===== config.mk =====
export PLATFORM = sky130hd
export DESIGN_NAME = pfm_gate_ctrl
export DESIGN_NICKNAME = d
export VERILOG_FILES = /design/src/rtl/pfm_pkg.sv /design/src/rtl/pfm_sync.sv /design/src/rtl/pfm_rise.sv /design/src/rtl/pfm_fsm.sv /design/src/rtl/pfm_gate_ctrl.sv
export SDC_FILE = /design/constraint.sdc
export NUM_CORES = 1
export LEC_CHECK = 0
export BUFFER_PORTS_ARGS = -buffer_cell sky130_fd_sc_hd__clkbuf_2
export CAP_MARGIN = 20
export CORE_UTILIZATION = 50
export CTS_BUF_LIST = sky130_fd_sc_hd__clkbuf_16
export CTS_CLUSTER_SIZE = 10
export DETAILED_ROUTE_END_ITERATION = 10
export GPL_ROUTABILITY_DRIVEN = 0
export MAX_ROUTING_LAYER = met4
export PLACE_DENSITY = 0.73
export RECOVER_POWER = 100
export SLEW_MARGIN = 20
export SYNTH_ARGS = -nofsm -noshare
export SYNTH_HDL_FRONTEND = slang
export SYNTH_SLANG_ARGS = --single-unit
export TNS_END_PERCENT = 10

===== constraint.sdc =====
create_clock -name clk -period 1.5 [get_ports clk]
set_input_delay 0.15 -clock clk [delete_from_list [all_inputs] [get_ports clk]]
set_output_delay 0.15 -clock clk [all_outputs]
set_load 0.05 [all_outputs]

===== src/rtl/pfm_pkg.sv =====
package pfm_pkg;

    typedef enum logic [1:0] {
        PH_IDLE = 2'd0,
        PH_HIGH = 2'd1,
        PH_DEAD = 2'd2,
        PH_LOW  = 2'd3
    } phase_e;

endpackage


===== src/rtl/pfm_sync.sv =====
module pfm_sync #(
    parameter int STAGES = 2,
    parameter int WIDTH  = 2
) (
    input  logic             clk,
    input  logic             rst_n,
    input  logic [WIDTH-1:0] din,
    output logic [WIDTH-1:0] dout
);

    logic [WIDTH-1:0] stage_q [STAGES];

    for (genvar g = 0; g < STAGES; g++) begin : g_stage
        logic [WIDTH-1:0] stage_d;

        if (g == 0) begin : g_first
            assign stage_d = din;
        end else begin : g_next
            assign stage_d = stage_q[g-1];
        end

        always_ff @(posedge clk or negedge rst_n) begin
            if (!rst_n) begin
                stage_q[g] <= '0;
            end else begin
                stage_q[g] <= stage_d;
            end
        end
    end

    assign dout = stage_q[STAGES-1];

endmodule


===== src/rtl/pfm_rise.sv =====
module pfm_rise (
    input  logic clk,
    input  logic rst_n,
    input  logic level,
    output logic rise
);

    logic prev_d, prev_q;

    always_comb begin
        prev_d = level;
    end

    always_ff @(posedge clk or negedge rst_n) begin
        if (!rst_n) begin
            prev_q <= 1'b0;
        end else begin
            prev_q <= prev_d;
        end
    end

    assign rise = level & ~prev_q;

endmodule


===== src/rtl/pfm_fsm.sv =====
module pfm_fsm
    import pfm_pkg::*;
#(
    parameter int ON_CYC     = 30,
    parameter int DEAD_CYC   = 3,
    parameter int LS_MAX_CYC = 100
) (
    input  logic   clk,
    input  logic   rst_n,
    input  logic   trig,
    input  logic   zc,
    output logic   hs_gate_n,
    output logic   ls_gate,
    output phase_e phase
);

    localparam int CNT_MAX = (ON_CYC > DEAD_CYC)
                           ? ((ON_CYC > LS_MAX_CYC) ? ON_CYC : LS_MAX_CYC)
                           : ((DEAD_CYC > LS_MAX_CYC) ? DEAD_CYC : LS_MAX_CYC);
    localparam int CNT_W = $clog2(CNT_MAX + 1);

    localparam logic [CNT_W-1:0] ON_LOAD   = CNT_W'(ON_CYC - 1);
    localparam logic [CNT_W-1:0] DEAD_LOAD = CNT_W'(DEAD_CYC - 1);
    localparam logic [CNT_W-1:0] LS_LOAD   = CNT_W'(LS_MAX_CYC - 1);

    typedef struct packed {
        phase_e           phase;
        logic [CNT_W-1:0] cnt;
        logic             hs_n;
        logic             ls;
    } ctl_t;

    ctl_t ctl_d, ctl_q;

    always_comb begin
        ctl_d = ctl_q;
        unique case (ctl_q.phase)
            PH_IDLE: begin
                if (trig) begin
                    ctl_d.phase = PH_HIGH;
                    ctl_d.cnt   = ON_LOAD;
                end
            end
            PH_HIGH: begin
                if (ctl_q.cnt == '0) begin
                    ctl_d.phase = PH_DEAD;
                    ctl_d.cnt   = DEAD_LOAD;
                end else begin
                    ctl_d.cnt = ctl_q.cnt - 1'b1;
                end
            end
            PH_DEAD: begin
                if (ctl_q.cnt == '0) begin
                    ctl_d.phase = PH_LOW;
                    ctl_d.cnt   = LS_LOAD;
                end else begin
                    ctl_d.cnt = ctl_q.cnt - 1'b1;
                end
            end
            PH_LOW: begin
                if (zc || ctl_q.cnt == '0) begin
                    ctl_d.phase = PH_IDLE;
                    ctl_d.cnt   = '0;
                end else begin
                    ctl_d.cnt = ctl_q.cnt - 1'b1;
                end
            end
            default: begin
                ctl_d.phase = PH_IDLE;
                ctl_d.cnt   = '0;
            end
        endcase
        // Gates registered from the next phase so they move with it.
        ctl_d.hs_n = (ctl_d.phase != PH_HIGH);
        ctl_d.ls   = (ctl_d.phase == PH_LOW);
    end

    always_ff @(posedge clk or negedge rst_n) begin
        if (!rst_n) begin
            ctl_q.phase <= PH_IDLE;
            ctl_q.cnt   <= '0;
            ctl_q.hs_n  <= 1'b1;
            ctl_q.ls    <= 1'b0;
        end else begin
            ctl_q <= ctl_d;
        end
    end

    assign hs_gate_n = ctl_q.hs_n;
    assign ls_gate   = ctl_q.ls;
    assign phase     = ctl_q.phase;

endmodule


===== src/rtl/pfm_gate_ctrl.sv =====
module pfm_gate_ctrl
    import pfm_pkg::*;
#(
    parameter int CLK_MHZ     = 100,
    parameter int ON_NS       = 300,
    parameter int DEAD_CYC    = 3,
    parameter int LS_MAX_CYC  = 100,
    parameter int SYNC_STAGES = 2
) (
    input  logic       clk,
    input  logic       rst_n,
    input  logic       uv_raw,
    input  logic       izc_raw,
    output logic       hs_gate_n,
    output logic       ls_gate,
    output logic [1:0] phase
);

    localparam int ON_RAW = (ON_NS * CLK_MHZ + 999) / 1000;
    localparam int ON_CYC = (ON_RAW < 1) ? 1 : ON_RAW;

    logic [1:0] flags_s;
    logic       uv_rise;
    phase_e     phase_w;

    pfm_sync #(
        .STAGES (SYNC_STAGES),
        .WIDTH  (2)
    ) u_sync (
        .clk   (clk),
        .rst_n (rst_n),
        .din   ({izc_raw, uv_raw}),
        .dout  (flags_s)
    );

    pfm_rise u_rise (
        .clk   (clk),
        .rst_n (rst_n),
        .level (flags_s[0]),
        .rise  (uv_rise)
    );

    pfm_fsm #(
        .ON_CYC     (ON_CYC),
        .DEAD_CYC   (DEAD_CYC),
        .LS_MAX_CYC (LS_MAX_CYC)
    ) u_fsm (
        .clk       (clk),
        .rst_n     (rst_n),
        .trig      (uv_rise),
        .zc        (flags_s[1]),
        .hs_gate_n (hs_gate_n),
        .ls_gate   (ls_gate),
        .phase     (phase_w)
    );

    assign phase = phase_w;

endmodule


# [After elaboration in Yosys (flattened, before gate mapping)]
# Index checks and enable logic that the tools add are counted.
[classes] magnitude_cmp=0 add_sub_neg=1 shift=0 div=0 eq_ne=6 bitwise_logic=2 n_mul=0 mux=8 n_reduce_logical=3
[op_table] op="case mux 9 bit (4 select lines)" count=1
[op_table] op="2-to-1 mux 7 bit" count=3
[op_table] op="2-to-1 mux 9 bit" count=1
[op_table] op="zero test 7 bit" count=1
[op_table] op="subtractor 7 x 1 -> 7 bit (second input constant)" count=1
[op_table] op="equality test 2 bit (second input constant)" count=3
[op_table] op="2-to-1 mux 2 bit" count=3
[op_table] op="inequality test 2 x 1 -> 1 bit (second input constant)" count=2
[op_table] op="equality test 2 x 1 -> 1 bit (second input constant)" count=1
[op_table] op="zero test 2 bit" count=1
[op_table] op="bitwise AND 1 bit" count=1
[op_table] op="logical OR 1 bit" count=1
[op_table] op="inverter 1 bit" count=1
[word_totals] ff_bits=16 input_bits=4 word_cells=27 romBits=0 output_inout_bits=4 n_memories=0 latchBits=0 mem_bits_rw=0

# [Depth between registers and ports, before layout]
# Gate-level depths: netlist (run 1).
[depth] ltp_word=5 depth_mapped=6 ltp_nobuf=6

# [Hierarchy]
# Synthesis (run 1) repeated with hierarchy kept, for this count alone.
[unflattened] cells_unflattened=82 area_unflattened_um2=807.0
[modules_own_cells] mod="pfm_fsm" n_inst=1 area_per_inst_um2=668.1 cells_per_inst=76 seq_area_each_um2=276.5
[modules_own_cells] mod="pfm_sync" n_inst=1 area_per_inst_um2=100.1 cells_per_inst=4 seq_area_each_um2=100.1
[modules_own_cells] mod="pfm_rise" n_inst=1 area_per_inst_um2=38.8 cells_per_inst=2 seq_area_each_um2=25.0

# [Worst setup path after synthesis (run 1)]
# OpenSTA, ideal clock, no wires.
[synth_timing] path_type="register to register" startpoint="reg u_fsm.ctl_q[2] in the netlist's numbering" endpoint="reg u_fsm.ctl_q[4] in the netlist's numbering" t_arrival_ns=1.479 required_ns=1.423 setup_time_ns=0.077 n_path_buf=1 slack_ns=-0.057 period_less_slack_ns=1.557 path_stages_with_launch=7 cell_sequence="dfrtp_1 inv_1 ha_1 and3b_1 buf_4 or3_1 a21oi_1"
[synth_between] elab_chain_cells=4 word_cells_on_any_way=7 cone_classes="1 x add/sub; 4 x mux; 2 x reduce/logical"
[synth_rtl] item="start, declared" line="pfm_fsm.sv:33" text="ctl_t ctl_d, ctl_q;"
[synth_rtl] item="start signal, assigned" line="pfm_fsm.sv:85" text="ctl_q <= ctl_d;"
[synth_rtl] item="parallel branches: the longest is 3 deep, another holds subtractor 7 x 1 -> 7 bit"
[synth_rtl] item="case mux 9 bit (4 select lines) *" line="pfm_fsm.sv:37" text="unique case (ctl_q.phase)"
# Every way passes the cells marked *.
# A chain may end at the register's enable or synchronous reset.

# [Final worst setup path (run 1)]
[layout_timing] startpoint="reg u_fsm.ctl_q[4] in the netlist's numbering" endpoint="reg u_fsm.ctl_q[7] in the netlist's numbering"
# Same word-level chain as after synthesis.

==> implementation parameters, run 1 <==
Parameter                              Value

Detailed routing
  Final ANT Viol Nets    0
  Sum of routed wire length over all layers    1900 microns
  Iteration count of the initial detailed-routing pass    7
  Average routed wire per standard cell    between 15 and 20 microns
  Avg Vias per Cell    6.25
  Drt initial violations    15
  Detailed-route via count    750
  Drt drc    1

Synth
  Number of flip-flops and latches in the synthesized netlist    16
  Compound-cell area share of the yosys netlist    0.234
  Netlist area before placement    873 sq um
  Top post-synthesis cells by area    dfrtp_1 (43%), a221oi_2 (3.4%), nand2_1 (3.4%), dfstp_2 (3.0%), ha_1 (2.9%)
  EDFF count, synth    0
  Unique cell type count in the Yosys netlist    39
  Number of warning messages in the yosys log    0
  Post-synthesis share of cell area spent on xor and xnor gates    0
  Mux contribution to synthesized area    0.0172
  Synth Instances    84
  Commonest cells post-synth    dfrtp_1 (15), nand2_1 (8), nor2_1 (6)
  Area share of the largest cell type after synthesis    0.430
  Post-synthesis cell type with the largest combined area    dfrtp_1
  Combinational family with the most area after synthesis    compound AO/OA/AOI/OAI gates
  Most used DFF post-synth    dfrtp_1
  Syn avg cell area    between 10 and 15 sq um
  Synth Area in Simple Gates    0.203
  Sequential cell area fraction in the yosys report    0.460
  Most instantiated library cell after synthesis    dfrtp_1
  Synthesized-area fraction occupied by adder cells    0.0287
  Fraction of registers with async set/reset    1.00
  Net count of the mapped netlist    90

Clock tree
  Number of buffers on the longest clock path    2
  Number of clock buffers inserted by TritonCTS    3
  Later-pin clock latency in the skew report    0.25 ns
  Clk pin slew, worst setup/hold paths    about 0.050 ns
  Post-CTS setup repair buffer count    0
  Cell at the root of the clock tree    clkbuf_16
  CTS sink count    16
  H-tree depth reported by CTS    1
  Clock tree from TritonCTS    built

Global routing
  Maximum number of pins on one net before global-route repair    17
  First-pass GRT wire length    3130 microns
  GRT Residual Overflow    0
  Antenna violations before repair    0
  Via count of the first global-routing pass    roughly 740
  Total routing usage reported by global routing    0.239

Worst setup path
  Endpoint type of the worst setup path    register
  Slowest cell on the critical path    nor4_4
  Worst path arrival time    around 1.7 ns
  Crit path cell chain    nor4_4, nand3b_4, mux2_4, o31ai_4
  Kind of start point of the critical path    register
  Worst Path Max Fanout    4
  Critical Setup Path Class    reg2reg
  Worst EP required    between 1.5 and 2 ns
  Largest incremental delay on the critical path    approximately 0.42 ns

Status
  Violated checks    design-rule violations, negative setup slack
  Outcome    complete, but fails checks

Cells and area
  Fin nets    roughly 110
  ANT cells    0
  Ratio of cells with drive above 1 in the final layout    0.317
  Fill cell instance count of the final layout    120
  Growth of design area from synthesis to finish    27.2%
  Final design utilization    0.705

Floorplan
  Die Y    ~44 microns
  Horizontal die dimension    approximately 44 microns
  I/O Pins    8
  Standard cell core area    roughly 1600 sq um
  Initial cell density of the core    0.554
  Rows    14
  Die footprint    ~1900 sq um

STA
  Worst hold slack after final layout    ~0.0066 ns
  Number of failing hold endpoints at the final stage    0
  Max-slew violations    0
  Max_slew headroom    0.441
  Worst Skew    around 0.003 ns
  Pin slew with the least headroom to its limit    0.838 ns
  Post-layout min period    1.53 ns
  Least setup slack across all paths after layout    -0.0296 ns
  Highest achievable clock rate    around 650 MHz
  Final count of negative-setup-slack endpoints    2
  Setup repair after global routing missed its margin    yes
  Final period util    1.02

Pwr
  Overall power of the completed layout    2.46 mW
  PD cells    around 2200 nW/um^2
  Leakage    0.518 nW
  IR Drop Worst-Case VDD    ~1.4 mV

Placed design
  HPWL after DPL    1330 microns
  Count of buffers inserted at the top-level ports    7

Worst hold path
  Min-Delay Path Class    in2reg

Flow run
  Max-cap violations    0
-- stage by stage --
step,setup slack [ns],setup TNS [ns],cell area [sq um],cells
2_1_floorplan,-0.00622,-0.0123,876,84
3_3_place_gp,0.0293,0,1000,115
3_5_place_dp,-0.0391,-0.0391,1000,115
4_1_cts,-0.0224,-0.0224,1110,120
5_1_grt,-0.113,-0.546,1110,120
6_report,-0.0296,-0.0534,1110,120
-- placed cells by master, fill, tap and decap left out, types with 2 or more instances in the layout --
| cell | synthesis | layout |
|---|---|---|
| o21ai_0 | 5 | 2 |
| clkbuf_2 | 0 | 3 |
| dfrtp_1 | 15 | 15 |
| nor3_1 | 2 | 2 |
| a211oi_1 | 2 | 2 |
| o31ai_1 | 2 | 2 |
| a21oi_1 | 3 | 2 |
| a21o_1 | 2 | 2 |
| o21ai_1 | 1 | 4 |
| nor2_1 | 6 | 5 |
| o221ai_1 | 2 | 2 |
| clkbuf_1 | 2 | 5 |
| a221oi_2 | 2 | 2 |
| nand2_1 | 8 | 8 |
| buf_4 | 3 | 14 |
| clkbuf_16 | 0 | 3 |
| a31oi_1 | 2 | 2 |
| inv_1 | 3 | 3 |
-- what timing repair did --
action | 4_1_cts | 5_1_grt
endpoints found under the hold margin | 15 | 0
hold buffers | 1 | 0
pin swaps | 1 | 2
resized for setup | 3 | 5
endpoints found under the setup margin | 4 | 7
-- sequential cells by signal, summed over array words and instances (netlist names) --
register / cells
u_sync.g_stage.stage_d: 2
u_fsm.ctl_q: 7
u_fsm.hs_gate_n: 1
u_rise.prev_q: 1
u_fsm.ls_gate: 1
u_fsm.phase: 2
u_sync.dout: 2
-- final timing paths --
check	start	to	slack [ns]	depth (start not counted)
min in group asynchronous	rst_n	u_fsm.ls_gate	0.52	2
max	u_fsm.ctl_q[4]	u_fsm.ctl_q[7]	-0.03	4
min	uv_raw	u_sync.g_stage[1].stage_d[0]	0.007	1
max reg2reg	u_fsm.ctl_q[4]	u_fsm.ctl_q[7]	-0.03	4
min reg2reg	u_sync.g_stage[1].stage_d[0]	u_sync.dout[0]	0.35	0
max in group asynchronous	rst_n	u_fsm.ctl_q[7]	0.46	2
-- where the power goes --
part / internal (mW) / switching [mW] / leakage, nW
Clock: 0.353 / 0.161 / 0.0385
Combinational: 0.538 / 0.715 / 0.287
Sequential: 0.574 / 0.119 / 0.192
Total: 1.46 / 0.995 / 0.518
-- final cells by class --
type                       count  area, sq um  share of cell area
clock inverter                 1         3.75             0.00338
timing repair buffer          23          149               0.134
clock buffer                   3         75.1              0.0676
multi-input combinational     58          450               0.405
tap                           16         20.0              0.0180
sequential                    16          402               0.361
inverter                       3         11.3              0.0101
-- critical path: cells and delay by family (launching register included) --
kind | cells | cell delay, ns
simple gates | 2 | 0.56
mux | 1 | 0.32
flops | 1 | 0.40
compound gates | 1 | 0.17
-- kinds of logic after synthesis --
| logic type | after synthesis |
|---|---|
| fa+ha+maj | 2 |
| flops | 16 |
| mux | 1 |
| simple gates | 28 |
| compound gates | 27 |
| buf+inv | 10 |
-- routing by layer --
layer	wire [microns]	track usage
met4	41	0.150
met3	82	0.0625
met5	0	-
met2	924	0.367
met1	856	0.275
(Power assumes the default switching activity.)
==> run 2, diff against run 1 <==
Settings changed: ABC_CLOCK_PERIOD_IN_PS set to 2000, CORE_UTILIZATION 50 to 55, PLACE_DENSITY 0.73 to 0.76.
Clock period 1.5 ns to 2 ns, I/O delays scaled along.
==> implementation parameters, run 2 (synthesis results as in run 1) <==
Parameter                              Value

Cells and area
  Number of flip-flops in the largest register    7 (unchanged)
  Most flops, register    u_fsm.ctl_q (unchanged)
  Growth of design area from synthesis to finish    11.9% (was 27.2%)
  Final cell count without fillers    107 (was 120)
  ANT cells    0 (unchanged)
  Fin nets    98 (was 111)
  Highest-count cells in the layout ignoring fill and taps    dfrtp_1 (15), nand2_1 (8), o21ai_0 (6), nor2_1 (6), clkbuf_1 (5) (was dfrtp_1 (15), buf_4 (14), nand2_1 (8), nor2_1 (5), clkbuf_1 (5))
  Fill cell instance count of the final layout    118 (was 120)
  Ratio of cells with drive above 1 in the final layout    0.154 (was 0.317)
  Leading cell type in the layout, fill and taps excluded    dfrtp_1 (unchanged)

Placed design
  HPWL after DPL    1190 microns (was 1330 microns)
  Placed cells    102 (was 115)
  Count of buffers inserted at the top-level ports    7 (unchanged)
  Worst slack after detailed placement    0.295 ns (was -0.0391 ns)

Clock tree
  Clock tree from TritonCTS    built (unchanged)
  CTS sink count    16 (unchanged)
  Number of clock buffers inserted by TritonCTS    3 (unchanged)
  Number of buffers on the longest clock path    2 (unchanged)
  Clk pin slew, worst setup/hold paths    0.05 ns (about the same)
  H-tree depth reported by CTS    1 (unchanged)
  Cell at the root of the clock tree    clkbuf_16 (unchanged)
  Post-cts gate resize count    0 (was 3)
  Later-pin clock latency in the skew report    0.25 ns (about the same)

Worst setup path
  Largest incremental delay on the critical path    0.47 ns (was 0.42 ns)
  Crit path cell chain    nor4_4, and3b_1, o21ai_0, a221oi_2 (was nor4_4, nand3b_4, mux2_4, o31ai_4)
  Worst path arrival time    1.91 ns (was 1.69 ns)
  Critical Setup Path Class    reg2reg (unchanged)
  Endpoint type of the worst setup path    register (unchanged)
  Kind of start point of the critical path    register (unchanged)
  Worst EP required    2.15 ns (was 1.66 ns)
  Worst path top cell family by delay    simple AND/OR/NAND/NOR gates (unchanged)
  Worst Path Max Fanout    7 (was 4)
  Slowest cell on the critical path    dfrtp_1 (was nor4_4)
  CP Buf/Inv Count    0 (unchanged)

Status
  Outcome    finished, final reports clean (was complete, but fails checks)

Detailed routing
  Drt drc    0 (was 1)
  Final ANT Viol Nets    0 (unchanged)
  Average routed wire per standard cell    16.5 microns (was 15.9 microns)
  Avg Vias per Cell    6.59 (was 6.25)
  Drt initial violations    32 (was 15)
  Sum of routed wire length over all layers    1770 microns (was 1900 microns)
  Detailed-route via count    705 (was 750)
  Iteration count of the initial detailed-routing pass    4 (was 7)

Flow run
  Max-cap violations    0 (unchanged)

STA
  Highest achievable clock rate    568 MHz (was 654 MHz)
  Worst Skew    0.00240 ns (was 0.00299 ns)
  Final period util    0.881 (was 1.02)
  Setup repair after global routing missed its margin    no (was yes)
  Pin slew with the least headroom to its limit    0.811 ns (was 0.838 ns)
  Setup Total Neg Slack    0 ns (was -0.0534 ns)
  Max_slew headroom    0.459 (was 0.441)
  Final count of negative-setup-slack endpoints    0 (was 2)
  Worst hold slack after final layout    0.0584 ns (was 0.00655 ns)
  Max-slew violations    0 (unchanged)
  Post-layout min period    1.76 ns (was 1.53 ns)
  Number of failing hold endpoints at the final stage    0 (unchanged)
  Least setup slack across all paths after layout    0.238 ns (was -0.0296 ns)

Global routing
  Antenna violations before repair    0 (unchanged)
  Via count of the first global-routing pass    583 (was 742)
  Maximum number of pins on one net before global-route repair    17 (unchanged)
  Total routing usage reported by global routing    0.238 (was 0.239)
  GRT Residual Overflow    0 (unchanged)
  First-pass GRT wire length    2790 microns (was 3130 microns)

Worst hold path
  Min-Delay Path Class    in2reg (unchanged)

Floorplan
  Initial cell density of the core    0.587 (was 0.554)
  Die footprint    1750 sq um (was 1920 sq um)
  I/O Pins    8 (unchanged)
  Rows    14 (unchanged)
  Standard cell core area    1490 sq um (was 1580 sq um)
  Die Y    41.9 microns (was 43.8 microns)
  Horizontal die dimension    41.9 microns (was 43.8 microns)

Pwr
  Leakage    0.445 nW (was 0.518 nW)
  PD cells    1660 nW/um^2 (was 2210 nW/um^2)
  IR Drop Worst-Case VDD    1.14 mV (was 1.39 mV)
==> run 2: routing by layer <==
metal  vias up  GRT usage  wire length (microns)
met3        11     0.0783                    134
met1       330      0.282                    719
met5         -          -                      0
li1        322          -                      -
met4         0      0.168                     87
met2        42      0.341                    825
==> run 2: area by class of cell <==
type                    instances  area (sq um)  area share
inverters                       3          11.3      0.0115
repair buffers                 10          53.8      0.0551
well taps                      16          20.0      0.0205
multi-input cells              58           412       0.421
clock inverters                 1          3.75     0.00384
flip-flops and latches         16           402       0.411
clock buffers                   3          75.1      0.0768
==> run 2: power breakdown <==
part | switching (mW) | internal [mW] | total [mW]
clock network | 0.120 | 0.265 | 0.385
registers | 0.144 | 0.430 | 0.573
logic | 0.410 | 0.254 | 0.665
total | 0.674 | 0.949 | 1.62
==> run 2: repair_timing <==
item | CTS | global route
hold buffers | 1 | 0
setup endpoints to repair | 0 | 0
hold endpoints to repair | 15 | 0
setup buffers | 0 | 0
==> run 2: through the flow <==
step           total power [mW]  instance area (sq um)  utilization
2_1_floorplan              1.13                    873            -
3_3_place_gp               1.23                    905        0.608
3_5_place_dp               1.25                    905        0.608
4_1_cts                    1.65                    993        0.667
5_1_grt                    1.73                    977        0.656
6_report                   1.62                    977        0.656
==> run 2: worst reg2reg max path, stage by stage (launching register included) <==
cell and delay, ns:
dfrtp_1 0.47, nor4_4 0.47, and3b_1 0.36, o21ai_0 0.13, a221oi_2 0.23
==> run 2: path summary, 6_finish.rpt <==
check | start | to | slack [ns] | cells past startpoint
worst max-delay path | u_fsm.ctl_q[4] | u_fsm.phase[0] | 0.24 | 4
worst min-delay path | uv_raw | u_sync.g_stage[1].stage_d[0] | 0.06 | 1
worst max register to register | u_fsm.ctl_q[4] | u_fsm.phase[0] | 0.24 | 4
worst min register to register | u_sync.g_stage[1].stage_d[0] | u_sync.dout[0] | 0.35 | 0
max in group asynchronous | rst_n | u_sync.g_stage[1].stage_d[0] | 0.93 | 2
min in group asynchronous | rst_n | u_fsm.ctl_q[4] | 0.56 | 2
==> run 3, diff against run 2 <==
Settings changed: CTS_BUF_LIST sky130_fd_sc_hd__clkbuf_16 to unset.
==> implementation parameters, run 3 (synthesis results as in run 1) <==
Parameter                              Value

Clock tree
  Number of clock buffers inserted by TritonCTS    3 (unchanged)
  CTS sink count    16 (unchanged)
  Later-pin clock latency in the skew report    0.29 ns (was 0.25 ns)
  Number of buffers on the longest clock path    2 (unchanged)
  Clk pin slew, worst setup/hold paths    0.09 ns (was 0.05 ns)
  Cell at the root of the clock tree    clkbuf_4 (was clkbuf_16)
  Clock tree from TritonCTS    built (unchanged)
  H-tree depth reported by CTS    1 (unchanged)

Detailed routing
  Detailed-route via count    661 (was 705)
  Final ANT Viol Nets    0 (unchanged)
  Drt initial violations    18 (was 32)
  Sum of routed wire length over all layers    1620 microns (was 1770 microns)
  Drt drc    0 (unchanged)
  Iteration count of the initial detailed-routing pass    4 (unchanged)
  Average routed wire per standard cell    15.2 microns (was 16.5 microns)
  Avg Vias per Cell    6.18 (was 6.59)

Cells and area
  Fin nets    98 (unchanged)
  Highest-count cells in the layout ignoring fill and taps    dfrtp_1 (15), nand2_1 (8), o21ai_0 (6), nor2_1 (6), clkbuf_1 (5) (unchanged)
  Fill cell instance count of the final layout    123 (was 118)
  Final design utilization    0.632 (was 0.656)
  Most flops, register    u_fsm.ctl_q (unchanged)
  Area of the multi-input gates    418 sq um (was 412 sq um)
  ANT cells    0 (unchanged)
  Growth of design area from synthesis to finish    7.74% (was 11.9%)
  Leading cell type in the layout, fill and taps excluded    dfrtp_1 (unchanged)
  Ratio of cells with drive above 1 in the final layout    0.176 (was 0.154)
  Number of flip-flops in the largest register    7 (unchanged)
  Sequential Area    402 sq um (unchanged)

Pwr
  Leakage    0.428 nW (was 0.445 nW)
  IR Drop Worst-Case VDD    0.803 mV (was 1.14 mV)
  PD cells    1530 nW/um^2 (was 1660 nW/um^2)

Global routing
  GRT Residual Overflow    0 (unchanged)
  Via count of the first global-routing pass    598 (was 583)
  Total routing usage reported by global routing    0.216 (was 0.238)
  Antenna violations before repair    0 (unchanged)
  Maximum number of pins on one net before global-route repair    17 (unchanged)
  First-pass GRT wire length    2700 microns (was 2790 microns)

Floorplan
  Standard cell core area    1490 sq um (unchanged)
  Initial cell density of the core    0.587 (unchanged)
  Die Y    41.9 microns (unchanged)
  Horizontal die dimension    41.9 microns (unchanged)
  I/O Pins    8 (unchanged)
  Rows    14 (unchanged)
  Die footprint    1750 sq um (unchanged)

STA
  Post-layout min period    1.76 ns (about the same)
  Highest achievable clock rate    567 MHz (was 568 MHz)
  Max-slew violations    0 (unchanged)
  Max_slew headroom    0.447 (was 0.459)
  Pin slew with the least headroom to its limit    0.830 ns (was 0.811 ns)
  Number of failing hold endpoints at the final stage    0 (unchanged)
  Setup Total Neg Slack    0 ns (unchanged)
  Final count of negative-setup-slack endpoints    0 (unchanged)
  Worst Skew    0.00157 ns (was 0.00240 ns)
  Final period util    0.882 (was 0.881)
  Setup repair after global routing missed its margin    no (unchanged)

Placed design
  Count of buffers inserted at the top-level ports    7 (unchanged)
  HPWL after DPL    1190 microns (unchanged)

Worst setup path
  Worst path arrival time    1.96 ns (was 1.91 ns)
  Endpoint type of the worst setup path    register (unchanged)
  Critical Setup Path Class    reg2reg (unchanged)
  Worst EP required    2.20 ns (was 2.15 ns)
  Worst Path Max Fanout    7 (unchanged)
  Kind of start point of the critical path    register (unchanged)

Worst hold path
  Min-Delay Path Class    in2reg (unchanged)

Flow run
  Max-cap violations    0 (unchanged)

Status
  Outcome    finished, final reports clean (unchanged)
run 3: cell count changes in the layout (fill, tap and decap cells not counted), sizes merged:
| cell | previous run | this run |
|---|---|---|
| clkbuf | 10 | 11 |
| clkinv | 1 | 0 |
run 3: layout make-up:
cell class                 instances  share of cell area
clock buffer                       4              0.0386
inverter                           3              0.0120
multi-input combinational         58               0.444
sequential                        16               0.427
tap                               16              0.0213
timing repair buffer              10              0.0572
run 3: critical path: stages (launching register included):
cell,delay (ns)
dfrtp_1,0.49
nor4_4,0.47
and3b_1,0.36
o21ai_0,0.13
a221oi_2,0.22
run 3: timing repair:
| action | in CTS | in global routing |
|---|---|---|
| hold buffers | 1 | 0 |
| hold endpoints to repair | 15 | 0 |
| gates resized for setup | 0 | 0 |
| buffers inserted | 0 | 0 |
run 3: power by group:
part	switching, mW	internal, mW
registers	0.141	0.428
clock network	0.0996	0.111
logic	0.403	0.261
run 3: metrics by stage:
step	instance area, sq um	setup slack (ns)	std cells	total power [mW]	hold slack (ns)
3_5_place_dp	905	0.295	102	1.25	0.142
4_1_cts	951	0.269	107	1.46	0.00815
2_1_floorplan	873	0.443	84	1.13	-0.0956
6_report	941	0.236	107	1.44	0.0118
5_1_grt	941	0.132	107	1.55	0.00128
3_3_place_gp	905	0.318	102	1.23	0.135
run 3: path summary, 6_finish.rpt:
path	slack, ns	endpoint	cells after the start	startpoint
min in group asynchronous	0.52	u_fsm.ctl_q[4]	2	rst_n
min reg2reg	0.36	u_sync.dout[0]	0	u_sync.g_stage[1].stage_d[0]
max	0.24	u_fsm.phase[0]	4	u_fsm.ctl_q[4]
max reg2reg	0.24	u_fsm.phase[0]	4	u_fsm.ctl_q[4]
min	0.01	u_sync.g_stage[1].stage_d[0]	1	uv_raw
max in group asynchronous	0.97	u_fsm.ctl_q[3]	2	rst_n
run 3: routing by layer:
metal | routed length, microns | up-vias | part of all wire | GRT usage
li1 | - | 320 | - | -
met1 | 741 | 315 | 0.46 | 0.273
met2 | 785 | 21 | 0.48 | 0.331
met3 | 61 | 5 | 0.038 | 0.0391
met4 | 34 | 0 | 0.021 | 0.110
met5 | 0 | - | 0 | -
